**config.mk**
```make
export PLATFORM = sky130hd
export DESIGN_NAME = unit_rr_picker
export DESIGN_NICKNAME = d
export VERILOG_FILES = /design/src/rtl/unit_rr_pkg.sv /design/src/rtl/unit_rr_msb_pick.sv /design/src/rtl/unit_rr_tier_sel.sv /design/src/rtl/unit_rr_picker.sv
export SDC_FILE = /design/constraint.sdc
export NUM_CORES = 1
export LEC_CHECK = 0
export BUFFER_PORTS_ARGS = -buffer_cell sky130_fd_sc_hd__buf_2
export CORE_MARGIN = 4
export CORE_UTILIZATION = 35
export CTS_CLUSTER_SIZE = 14
export DETAILED_ROUTE_END_ITERATION = 16
export GPL_TIMING_DRIVEN = 0
export HOLD_SLACK_MARGIN = 0.12
export PLACE_DENSITY = 0.62
export SYNTH_ARGS = -nofsm -noshare
export SYNTH_HDL_FRONTEND = slang
export SYNTH_SLANG_ARGS = --single-unit
export TNS_END_PERCENT = 5
```
**constraint.sdc**
```tcl
create_clock -name clk -period 4 [get_ports clk]
set_input_delay 0.2 -clock clk [delete_from_list [all_inputs] [get_ports clk]]
set_output_delay 0.2 -clock clk [all_outputs]
set_load 0.01 [all_outputs]
```
**src/rtl/unit_rr_pkg.sv**
```systemverilog
package unit_rr_pkg;

    // Which candidate set produced the pick
    typedef enum logic [1:0] {
        TIER_FRESH  = 2'd0,  // ready, in round, not taken elsewhere
        TIER_ROUND  = 2'd1,  // ready, in round
        TIER_RELOAD = 2'd2,  // round exhausted for ready units; start over
        TIER_NONE   = 2'd3   // nothing ready in the group
    } tier_e;

endpackage

```
**src/rtl/unit_rr_msb_pick.sv**
```systemverilog
module unit_rr_msb_pick #(
    parameter int N_UNITS = 8
) (
    input  logic [N_UNITS-1:0] req,
    output logic [N_UNITS-1:0] pick
);

    localparam int TOP = N_UNITS - 1;

    // above[i] is set when any request with index greater than i is present
    logic [N_UNITS-1:0] above;

    assign above[TOP] = 1'b0;
    assign pick[TOP]  = req[TOP];

    generate
        for (genvar i = TOP - 1; i >= 0; i--) begin : g_chain
            assign above[i] = above[i+1] | req[i+1];
            assign pick[i]  = req[i] & ~above[i];
        end
    endgenerate

    always_comb begin
        a_r3_pick_onehot: assert ($onehot0(pick));
        a_r3_pick_subset: assert ((pick & ~req) == '0);
    end

endmodule

```
**src/rtl/unit_rr_tier_sel.sv**
```systemverilog
module unit_rr_tier_sel
    import unit_rr_pkg::*;
#(
    parameter int N_UNITS = 8
) (
    input  logic [N_UNITS-1:0] rdy,
    input  logic [N_UNITS-1:0] round,
    input  logic [N_UNITS-1:0] taken,
    output logic [N_UNITS-1:0] cand,
    output tier_e              tier
);

    logic [N_UNITS-1:0] fresh_set;
    logic [N_UNITS-1:0] round_set;

    assign fresh_set = rdy & round & ~taken;
    assign round_set = rdy & round;

    always_comb begin
        if (fresh_set != '0) begin
            cand = fresh_set;
            tier = TIER_FRESH;
        end else if (round_set != '0) begin
            cand = round_set;
            tier = TIER_ROUND;
        end else if (rdy != '0) begin
            cand = rdy;
            tier = TIER_RELOAD;
        end else begin
            cand = '0;
            tier = TIER_NONE;
        end
    end

    always_comb begin
        a_r8_cand_ready: assert ((cand & ~rdy) == '0);
    end

endmodule

```
**src/rtl/unit_rr_picker.sv**
```systemverilog
module unit_rr_picker
    import unit_rr_pkg::*;
#(
    parameter int                    N_UNITS   = 8,
    parameter logic [N_UNITS-1:0]    UNIT_MASK = '1
) (
    input  logic               clk,
    input  logic               rst_n,
    input  logic               sel_valid,
    input  logic [N_UNITS-1:0] ready_mask,
    input  logic               used_valid,
    input  logic [N_UNITS-1:0] used_mask,
    output logic               grant_valid,
    output logic [N_UNITS-1:0] grant
);

    localparam logic [N_UNITS-1:0] FULL_ROUND = UNIT_MASK;
    localparam logic [N_UNITS-1:0] NO_UNITS   = '0;

    typedef struct packed {
        logic [N_UNITS-1:0] round;
        logic [N_UNITS-1:0] taken;
        logic               gnt_vld;
        logic [N_UNITS-1:0] gnt;
    } state_t;

    state_t st_q;
    state_t st_d;

    logic [N_UNITS-1:0] rdy_in_group;
    logic [N_UNITS-1:0] cand;
    logic [N_UNITS-1:0] pick;
    tier_e              tier;

    assign rdy_in_group = ready_mask & UNIT_MASK;

    unit_rr_tier_sel #(
        .N_UNITS (N_UNITS)
    ) u_tier (
        .rdy   (rdy_in_group),
        .round (st_q.round),
        .taken (st_q.taken),
        .cand  (cand),
        .tier  (tier)
    );

    unit_rr_msb_pick #(
        .N_UNITS (N_UNITS)
    ) u_pick (
        .req  (cand),
        .pick (pick)
    );

    always_comb begin
        logic [N_UNITS-1:0] round_v;
        logic [N_UNITS-1:0] taken_v;

        round_v    = st_q.round;
        taken_v    = st_q.taken;
        st_d.gnt_vld = 1'b0;
        st_d.gnt     = NO_UNITS;

        if (sel_valid && tier != TIER_NONE) begin
            if (tier == TIER_RELOAD) begin
                round_v = FULL_ROUND;
                taken_v = NO_UNITS;
            end
            round_v      = round_v & ~pick;
            st_d.gnt_vld = 1'b1;
            st_d.gnt     = pick;
            if (round_v == NO_UNITS) begin
                round_v = FULL_ROUND;
                taken_v = NO_UNITS;
            end
        end

        // External uses land after this cycle's grant has updated the round
        if (used_valid) begin
            taken_v = taken_v | (used_mask & UNIT_MASK);
        end

        st_d.round = round_v;
        st_d.taken = taken_v;
    end

    always_ff @(posedge clk) begin
        if (!rst_n) begin
            st_q.round   <= FULL_ROUND;
            st_q.taken   <= NO_UNITS;
            st_q.gnt_vld <= 1'b0;
            st_q.gnt     <= NO_UNITS;
        end else begin
            st_q <= st_d;
        end
    end

    assign grant_valid = st_q.gnt_vld;
    assign grant       = st_q.gnt;

    a_r2_grant_onehot: assert property (@(posedge clk) disable iff (!rst_n)
        grant_valid |-> $countones(grant) == 1);

    a_r2_grant_follows_ready: assert property (@(posedge clk) disable iff (!rst_n)
        (sel_valid && (ready_mask & UNIT_MASK) != '0)
        |=> grant_valid && (grant & $past(ready_mask) & UNIT_MASK) != '0);

    a_r10_idle_no_grant: assert property (@(posedge clk) disable iff (!rst_n)
        !sel_valid |=> !grant_valid);

    a_r10_empty_hold: assert property (@(posedge clk) disable iff (!rst_n)
        (sel_valid && (ready_mask & UNIT_MASK) == '0)
        |=> !grant_valid && $stable(st_q.round));

    a_r10_grant_in_group: assert property (@(posedge clk) disable iff (!rst_n)
        (grant & ~UNIT_MASK) == '0);

    a_r5_round_nonempty: assert property (@(posedge clk) disable iff (!rst_n)
        st_q.round != '0);

    a_r9_taken_in_group: assert property (@(posedge clk) disable iff (!rst_n)
        (st_q.taken & ~UNIT_MASK) == '0);

    a_r11_used_keeps_round: assert property (@(posedge clk) disable iff (!rst_n)
        (!sel_valid && used_valid) |=> $stable(st_q.round));

endmodule

```
==> impl_metrics.json, run 1 <==
{
  "status": "completed",
  "finalSetupViolations": 0,
  "gp_congestion": 0.8965,
  "worstSetupPathType": "flop to flop",
  "root_buffer": "clkbuf_8",
  "dp_hpwl_mm": 2.813,
  "placed_area_um2": 1605,
  "rows": 22,
  "synthCells": 156,
  "synth_nets": 176,
  "path_clk_slew_ns": 0.09,
  "cts_max_level": 1,
  "hold_path_class": "primary input to flop",
  "slew_headroom_pct": 52.67,
  "layout_common_cells": "28 x buf_2, 25 x dfxtp_1, 17 x nand2_1",
  "peakVddDrop_mv": 0.1198,
  "worst_pin_slew_ns": 0.7035,
  "syn_area_um2": 1405,
  "via_count": 1306,
  "final_hold_viol_count": 0,
  "drt-wirelength-per-cell_um": 14.83,
  "synth_area_per_cell_um2": 9.007,
  "yosysSeqAreaShare_pct": 35.62,
  "die_w_um": 71.36,
  "dieArea_um2": 5092,
  "slew_viol_final": 0,
  "postCtsSetupBuffers": 0,
  "numCtsBuffers": 3,
  "fillers": 376,
  "antenna_found_initial": 0,
  "rsz0062_at_grt": "false",
  "initial_core_util_pct": 37.26,
  "io_pins": 29,
  "worst_setup_path_end_kind": "flop",
  "stdcell_count": 237,
  "leakagePower_nw": 0.6852,
  "yosys-top-cells-area": "dfxtp_1 36%, buf_4 4.8%, nand2_1 4.5%",
  "areaGrowthSynthToFinish_pct": 18.43,
  "firstDrtPassIters": 4,
  "drv_cap": 0,
  "clock.fmax_mhz": 329.9,
  "fin_crit_sh_pct": 75.78,
  "cts_tree": "built",
  "nets": 210,
  "drive_above_1_share_pct": 32.80,
  "grt.total_usage_pct": 14.46,
  "clock_sinks": 25,
  "grt_pass1_vias": 1293,
  "finalSetupTns_ns": 0,
  "die_height_um": 71.36,
  "overflow": 0,
  "drt_wl_total_mm": 3.515,
  "viasPerCell": 5.511,
  "dp.cells": 232,
  "port_buffers": 28,
  "ys_seq_elements": 25,
  "synth_cell_types": 48,
  "powerDensity_nw_per_um2": 324.3,
  "fin_hold_ws_ns": 0.1250,
  "yosys.area.top_type": "dfxtp_1",
  "design_area_um2": 1664,
  "grt_max_degree": 16,
  "worst-endpoint-required_ns": 4.17,
  "final_common_cell": "buf_2",
  "synth_top_area_share_pct": 35.62,
  "yosysWarnings": 0,
  "clk_latency_ns": 0.27,
  "grt_pass1_wl_mm": 5.947,
  "drt_iter0_markers": 126,
  "startpoint_type": "flop",
  "core_um2": 3771,
  "min_period_ns": 3.031,
  "crit_path_max_fanout": 8,
  "cp.arrival_ns": 3.20,
  "n_antenna_cell": 0,
  "ys_async_sr_fraction_pct": 0,
  "synth-edff-count": 0,
  "drc": 0,
  "fin_worst_skew_ns": 0.003435,
  "clockBufferDepth": 2,
  "ys.flop_type": "dfxtp_1",
  "drtAntennaViolNets": 0
}
cell families (layout without fill, tap and decap cells):
kind of cell,after synthesis,count (layout),share of synthesized area [%]
simple gates,56,56,21.19
flops,25,25,35.62
compound gates,56,56,33.04
buf+inv,19,52,10.15
power breakdown:
part	leakage, nW	total, W	switching (W)	internal, W
sequential	0.205	0.000274	0.0000117	0.000262
clock	0.0217	0.000155	0.0000839	0.0000706
combinational	0.459	0.000112	0.0000622	0.0000493
total	0.685	0.000540	0.000158	0.000382
what timing repair did:
| item | in CTS | in global routing |
|---|---|---|
| hold buffers | 1 | 0 |
| endpoints found under the hold margin | 1 | 0 |
| gates resized for setup | 0 | 0 |
per-stage QoR:
step | setup WS (ns) | util (%) | power [W]
2_1_floorplan | 1.359 | - | 0.0003537
3_3_place_gp | 1.036 | 42.57 | 0.0003879
3_5_place_dp | 0.9921 | 42.57 | 0.0003896
4_1_cts | 0.9780 | 44.13 | 0.0005436
5_1_grt | 0.6517 | 44.13 | 0.0005741
6_report | 0.9689 | 44.13 | 0.0005397
cells in the mapped netlist, types with 2 or more instances:
cell type / n
a21oi_1: 4
a22o_1: 5
a22oi_1: 4
and2_1: 2
buf_4: 9
dfxtp_1: 25
inv_1: 7
nand2_1: 17
nand3b_1: 3
nand4_1: 3
nor2_1: 12
nor3_1: 4
nor4_1: 4
o211ai_1: 3
o21a_1: 2
o21ai_0: 12
o21ai_4: 2
o21bai_1: 4
o221ai_1: 2
o22a_2: 2
o22ai_1: 2
o32ai_1: 2
metal layers:
layer  wire [um]  up-vias  global-route usage [%]
li1            -      652                       -
met1        1649      598                   19.76
met2        1536       48                   21.73
met3         276        8                   3.787
met4          51        0                   5.428
met5           0        -                       0
final timing paths:
kind	start	end	slack (ns)	cells past startpoint
worst max register to register	st_q[18]$_SDFFE_PN1P_	st_q[10]$_SDFF_PN0_	0.97	10
worst min-delay path	used_mask[5]	st_q[14]$_SDFF_PN0_	0.13	3
worst max-delay path	st_q[18]$_SDFFE_PN1P_	st_q[10]$_SDFF_PN0_	0.97	10
worst min register to register	st_q[19]$_SDFFE_PN1P_	st_q[19]$_SDFFE_PN1P_	0.48	2
state kept, by name (all words and copies together), names as in the netlist:
| name | cells |
|---|---|
| grant_valid | 1 |
| grant | 8 |
| st_q | 16 |
cell type report:
class | count | area, um2 | share of cell area (%)
clock buffer | 3 | 41.29 | 2.481
multi-input combinational | 112 | 762.0 | 45.79
buffer | 12 | 116.4 | 6.992
clock inverter | 1 | 7.507 | 0.4511
timing repair buffer | 29 | 150.1 | 9.023
tap | 48 | 60.06 | 3.609
sequential | 25 | 500.5 | 30.08
inverter | 7 | 26.28 | 1.579
worst max-delay path, stage by stage, from the launching register on:
cell and delay [ns]:
dfxtp_1 0.43, nand2_1 0.15, nand3_1 0.29, o21bai_1 0.17
a22oi_1 0.21, o221ai_1 0.28, o32ai_1 0.49, nand4_2 0.19
o21ai_4 0.34, o21ai_4 0.14, a22o_1 0.25
(Power assumes the default switching activity.)
==> inputs of run 2 (changes only) <==
Settings changed: PLACE_DENSITY 0.62 to 0.64.
Clock period 4 ns to 2.4 ns, I/O delays scaled along.
==> impl_metrics.json, run 2 (same netlist as run 1, synthesis figures left out) <==
{
  "leakagePower_nw": 0.8178,
  "fin_crit_sh_pct": 112.5,
  "root_buffer": "clkbuf_8",
  "dp_hpwl_mm": 2.789,
  "finalSetupViolations": 16,
  "initial_core_util_pct": 37.26,
  "peakVddDrop_mv": 0.3835,
  "largest_register": "st_q",
  "dp.cells": 232,
  "drive_above_1_share_pct": 51.17,
  "clock.fmax_mhz": 370.4,
  "seqPwrFrac_pct": 46.1,
  "startpoint_type": "flop",
  "met3_length_um": 428,
  "final_hold_viol_count": 0,
  "crit_path_max_fanout": 7,
  "violations": "negative setup slack",
  "wirelength_met1_mm": 1.585,
  "port_buffers": 28,
  "drv_cap": 0,
  "stdcell_count": 261,
  "grt.total_usage_pct": 16.12,
  "clk_latency_ns": 0.28,
  "p_sw_w": 0.0003112,
  "numCtsBuffers": 3,
  "cp.arrival_ns": 2.88,
  "path_clk_slew_ns": 0.09,
  "die_height_um": 71.36,
  "powerDensity_nw_per_um2": 488.4,
  "worst_pin_slew_ns": 0.4369,
  "fin_worst_skew_ns": 0.002950,
  "n_antenna_cell": 0,
  "die_w_um": 71.36,
  "switching_share_pct": 31.22,
  "grt_pass1_wl_mm": 6.548,
  "slew_viol_final": 0,
  "worst_slack_ns": -0.2997,
  "overflow": 0,
  "worstSetupPathType": "flop to flop",
  "final_common_cell": "buf_2",
  "highest_layer": "met4",
  "met2_length_mm": 2.032,
  "io_pins": 29,
  "drt_wl_total_mm": 4.123,
  "grt_pass1_vias": 1395,
  "slew_headroom_pct": 70.75,
  "drt_iter0_markers": 90,
  "firstDrtPassIters": 4,
  "layout_common_cells": "28 x buf_2, 25 x buf_4, 14 x dfxtp_1",
  "nets": 234,
  "cts_max_level": 1,
  "gp_congestion": 0.8653,
  "via_count": 1476,
  "p_int_w": 0.0006854,
  "clock_power_share_pct": 26.6,
  "worst-endpoint-required_ns": 2.58,
  "hold_path_class": "primary input to flop",
  "cts_tree": "built",
  "core_um2": 3771,
  "viasPerCell": 5.655,
  "totalPowerFinal_w": 0.0009967,
  "dieArea_um2": 5092,
  "clock_sinks": 25,
  "rows": 22,
  "drc": 0,
  "placed_area_um2": 1629,
  "design_area_um2": 2041,
  "antenna_found_initial": 0,
  "clockBufferDepth": 2,
  "place_ws_ns": -0.6146,
  "areaGrowthSynthToFinish_pct": 45.24,
  "worst_setup_path_end_kind": "flop",
  "largest_reg_flops": 16,
  "drtAntennaViolNets": 0,
  "drt-wirelength-per-cell_um": 15.80,
  "rsz0062_at_grt": "true",
  "status": "finished with violations",
  "grt_max_degree": 16,
  "min_period_ns": 2.700,
  "p_comb_share_pct": 27.3
}
-- run 2: final timing paths --
path | startpoint | end | slack (ns) | depth (start not counted)
worst max-delay path | st_q[24]$_SDFFE_PN1P_ | st_q[9]$_SDFF_PN0_ | -0.30 | 10
worst min-delay path | ready_mask[5] | grant[5]$_SDFF_PN0_ | 0.17 | 3
worst max register to register | st_q[24]$_SDFFE_PN1P_ | st_q[9]$_SDFF_PN0_ | -0.30 | 10
worst min register to register | st_q[19]$_SDFFE_PN1P_ | st_q[19]$_SDFFE_PN1P_ | 0.49 | 2
-- run 2: critical path: stages (launching register included) --
cell and delay [ns]:
dfxtp_2 0.39, nand2_2 0.10, o2111ai_4 0.29, nor4_4 0.09, o211ai_1 0.40, nand4_1 0.29
o21ai_2 0.25, nand4_2 0.14, o21ai_4 0.27, o21ai_4 0.14, a22o_1 0.24
-- run 2: metrics by stage --
step / hold WS, ns / util [%] / TNS (ns)
final: 0.1693 / 54.11 / -3.568
after floorplan: 0.1962 / - / -0.9828
after CTS: 0.1699 / 50.90 / -4.102
after detailed placement: 0.3202 / 43.20 / -8.283
after global placement: 0.3163 / 43.20 / -6.819
after global routing: 0.1656 / 54.11 / -5.805
-- run 2: power by group through the flow --
stage	Combinational, W	Clock, W	Sequential, W
after CTS	0.000238	0.000267	0.000459
final	0.000272	0.000265	0.000460
after detailed placement	0.000188	0	0.000467
after floorplan	0.000134	0	0.000461
after global placement	0.000185	0	0.000466
after global routing	0.000295	0.000288	0.000463
-- run 2: layout make-up --
cell class	instances	area [um2]
inverters	7	26.28
clock inverters	1	7.507
multi-input cells	113	928.4
plain buffers	11	105.1
clock buffers	3	41.29
repair buffers	53	350.3
flip-flops and latches	25	521.8
fillers	339	1730
well taps	48	60.06
-- run 2: timing repair --
item	CTS	global route
setup endpoints to repair	16	16
buffers inserted	9	7
gates cloned	1	0
hold buffers	9	0
hold endpoints to repair	9	0
gates resized for setup	20	20
pin swaps	13	18
-- run 2: routing by layer --
| layer | vias to the layer above | track usage, % |
|---|---|---|
| met2 | 87 | 27.14 |
| met4 | 0 | 4.802 |
| li1 | 700 | - |
| met3 | 9 | 4.769 |
| met5 | - | 0 |
| met1 | 680 | 19.76 |
==> inputs of run 3 (changes only) <==
Settings changed: HOLD_SLACK_MARGIN 0.12 to 0.03, PLACE_DENSITY 0.64 to 0.57, SKIP_CTS_REPAIR_TIMING from default to 1.
==> impl_metrics.json, run 3 (same netlist as run 1, synthesis figures left out) <==
{
  "fillers": 375,
  "core_um2": 3771,
  "slew_headroom_pct": 60.41,
  "startpoint_type": "flop",
  "drt-wirelength-per-cell_um": 15.53,
  "worst-endpoint-required_ns": 2.57,
  "slew_viol_final": 0,
  "r2r_start": "st_q[20]$_SDFFE_PN1P_",
  "fin_worst_skew_ns": 0.006832,
  "die_w_um": 71.36,
  "crit_path_max_fanout": 7,
  "clock_sinks": 25,
  "cts_tree": "built",
  "grt_max_degree": 17,
  "final_common_cell": "buf_2",
  "antenna_found_initial": 0,
  "io_pins": 29,
  "initial_core_util_pct": 37.26,
  "dp_hpwl_mm": 2.897,
  "clock_power_share_pct": 28.2,
  "p_sw_w": 0.0002957,
  "status": "finished with violations",
  "violations": "negative setup slack",
  "cp.arrival_ns": 3.00,
  "largest_register": "st_q",
  "drc": 0,
  "drt_iter0_markers": 48,
  "numCtsBuffers": 3,
  "nets": 219,
  "clk_latency_ns": 0.28,
  "n_antenna_cell": 0,
  "areaGrowthSynthToFinish_pct": 30.99,
  "layout_common_cells": "28 x buf_2, 19 x buf_4, 18 x dfxtp_1",
  "fin_hold_ws_ns": 0.03187,
  "viasPerCell": 5.581,
  "crit_chain": "nand3b_1, o2111ai_4, or4_4, a21boi_2, o221ai_2, o32ai_2, nand2_2, o21ai_4, o21ai_4, a22o_1",
  "clockBufferDepth": 2,
  "port_buffers": 28,
  "peakVddDrop_mv": 0.2425,
  "worst_slack_ns": -0.4267,
  "crit_slowest_cell": "or4_4",
  "dieArea_um2": 5092,
  "p_comb_share_pct": 24.0,
  "root_buffer": "clkbuf_8",
  "seqPwrFrac_pct": 47.8,
  "switching_share_pct": 30.82,
  "cpPeakStageDelay_ns": 0.61,
  "clock.fmax_mhz": 353.8,
  "leakagePower_nw": 0.7469,
  "min_from": "rst_n",
  "p_int_w": 0.0006637,
  "finalSetupViolations": 16,
  "worstSetupPathType": "flop to flop",
  "drv_cap": 0,
  "rsz0062_at_grt": "true",
  "ff2ff_setup_slack_ns": -0.43,
  "drive_above_1_share_pct": 46.97,
  "worst_pin_slew_ns": 0.5861,
  "grt.total_usage_pct": 14.75,
  "die_height_um": 71.36,
  "via_count": 1373,
  "cts_max_level": 1,
  "worst_setup_path_end_kind": "flop",
  "fin_crit_sh_pct": 117.8,
  "path_clk_slew_ns": 0.10,
  "final_hold_viol_count": 0,
  "drt_wl_total_mm": 3.821,
  "overflow": 0,
  "rows": 22,
  "powerDensity_nw_per_um2": 521.3,
  "largest_reg_flops": 16,
  "cp_common_cell": "o21ai_4",
  "grt_pass1_vias": 1250,
  "place_ws_ns": -0.6216,
  "cp-startpoint": "st_q[20]$_SDFFE_PN1P_",
  "firstDrtPassIters": 4,
  "min_period_ns": 2.827,
  "drtAntennaViolNets": 0,
  "hold_path_class": "primary input to flop",
  "gp_congestion": 0.8742,
  "grt_pass1_wl_mm": 6.037
}
-- run 3: cell count changes in the layout (fill, tap and decap cells not counted), sizes merged --
cell / delta
dlygate4sd3: -9
clkinvlp: -1
inv: +1
buf: -6
-- run 3: through the flow --
step / cells / TNS (ns) / instance area [um2] / util [%] / power [W]
final: 246 / -5.637 / 1841 / 48.81 / 0.0009594
after global routing: 246 / -7.625 / 1841 / 48.81 / 0.001003
after CTS: 236 / -9.089 / 1679 / 44.53 / 0.0009251
after detailed placement: 232 / -8.661 / 1629 / 43.20 / 0.0006565
after global placement: 232 / -7.855 / 1629 / 43.20 / 0.0006544
after floorplan: 156 / -0.9828 / 1429 / - / 0.0005946
-- run 3: final timing paths --
kind                           endpoint  cells after the start
setup / recovery    st_q[12]$_SDFF_PN0_                     10
hold / removal    st_q[17]$_SDFFE_PN1P_                      2
setup reg to reg    st_q[12]$_SDFF_PN0_                     10
hold reg to reg   st_q[19]$_SDFFE_PN1P_                      2
-- run 3: critical path, delay by kind of cell, from the launching register on --
kind / cells / cell delay [ns]
AO/OA/AOI/OAI: 7 / 1.45
AND/OR/NAND/NOR: 3 / 0.88
flip-flops: 1 / 0.37
-- run 3: layout make-up --
type	count	area [um2]	share of cell area, %
multi-input combinational	113	872.1	47.38
sequential	25	511.7	27.80
timing repair buffer	38	215.2	11.69
buffer	11	105.1	5.710
tap	48	60.06	3.263
clock buffer	3	41.29	2.243
inverter	7	26.28	1.428
clock inverter	1	8.758	0.4759
-- run 3: metal layers --
metal	track usage (%)	vias to the layer above	routed length [um]
li1	-	673	-
met1	20.12	648	1704
met2	23.37	45	1783
met3	2.104	7	263
met4	5.846	0	70
met5	0	-	0
-- run 3: power by group through the flow --
stage / combinational [W] / clock, W / sequential (W)
after global placement: 0.000188 / 0 / 0.000467
after CTS: 0.000190 / 0.000278 / 0.000457
after global routing: 0.000251 / 0.000290 / 0.000462
after detailed placement: 0.000190 / 0 / 0.000467
after floorplan: 0.000134 / 0 / 0.000461
final: 0.000231 / 0.000270 / 0.000458
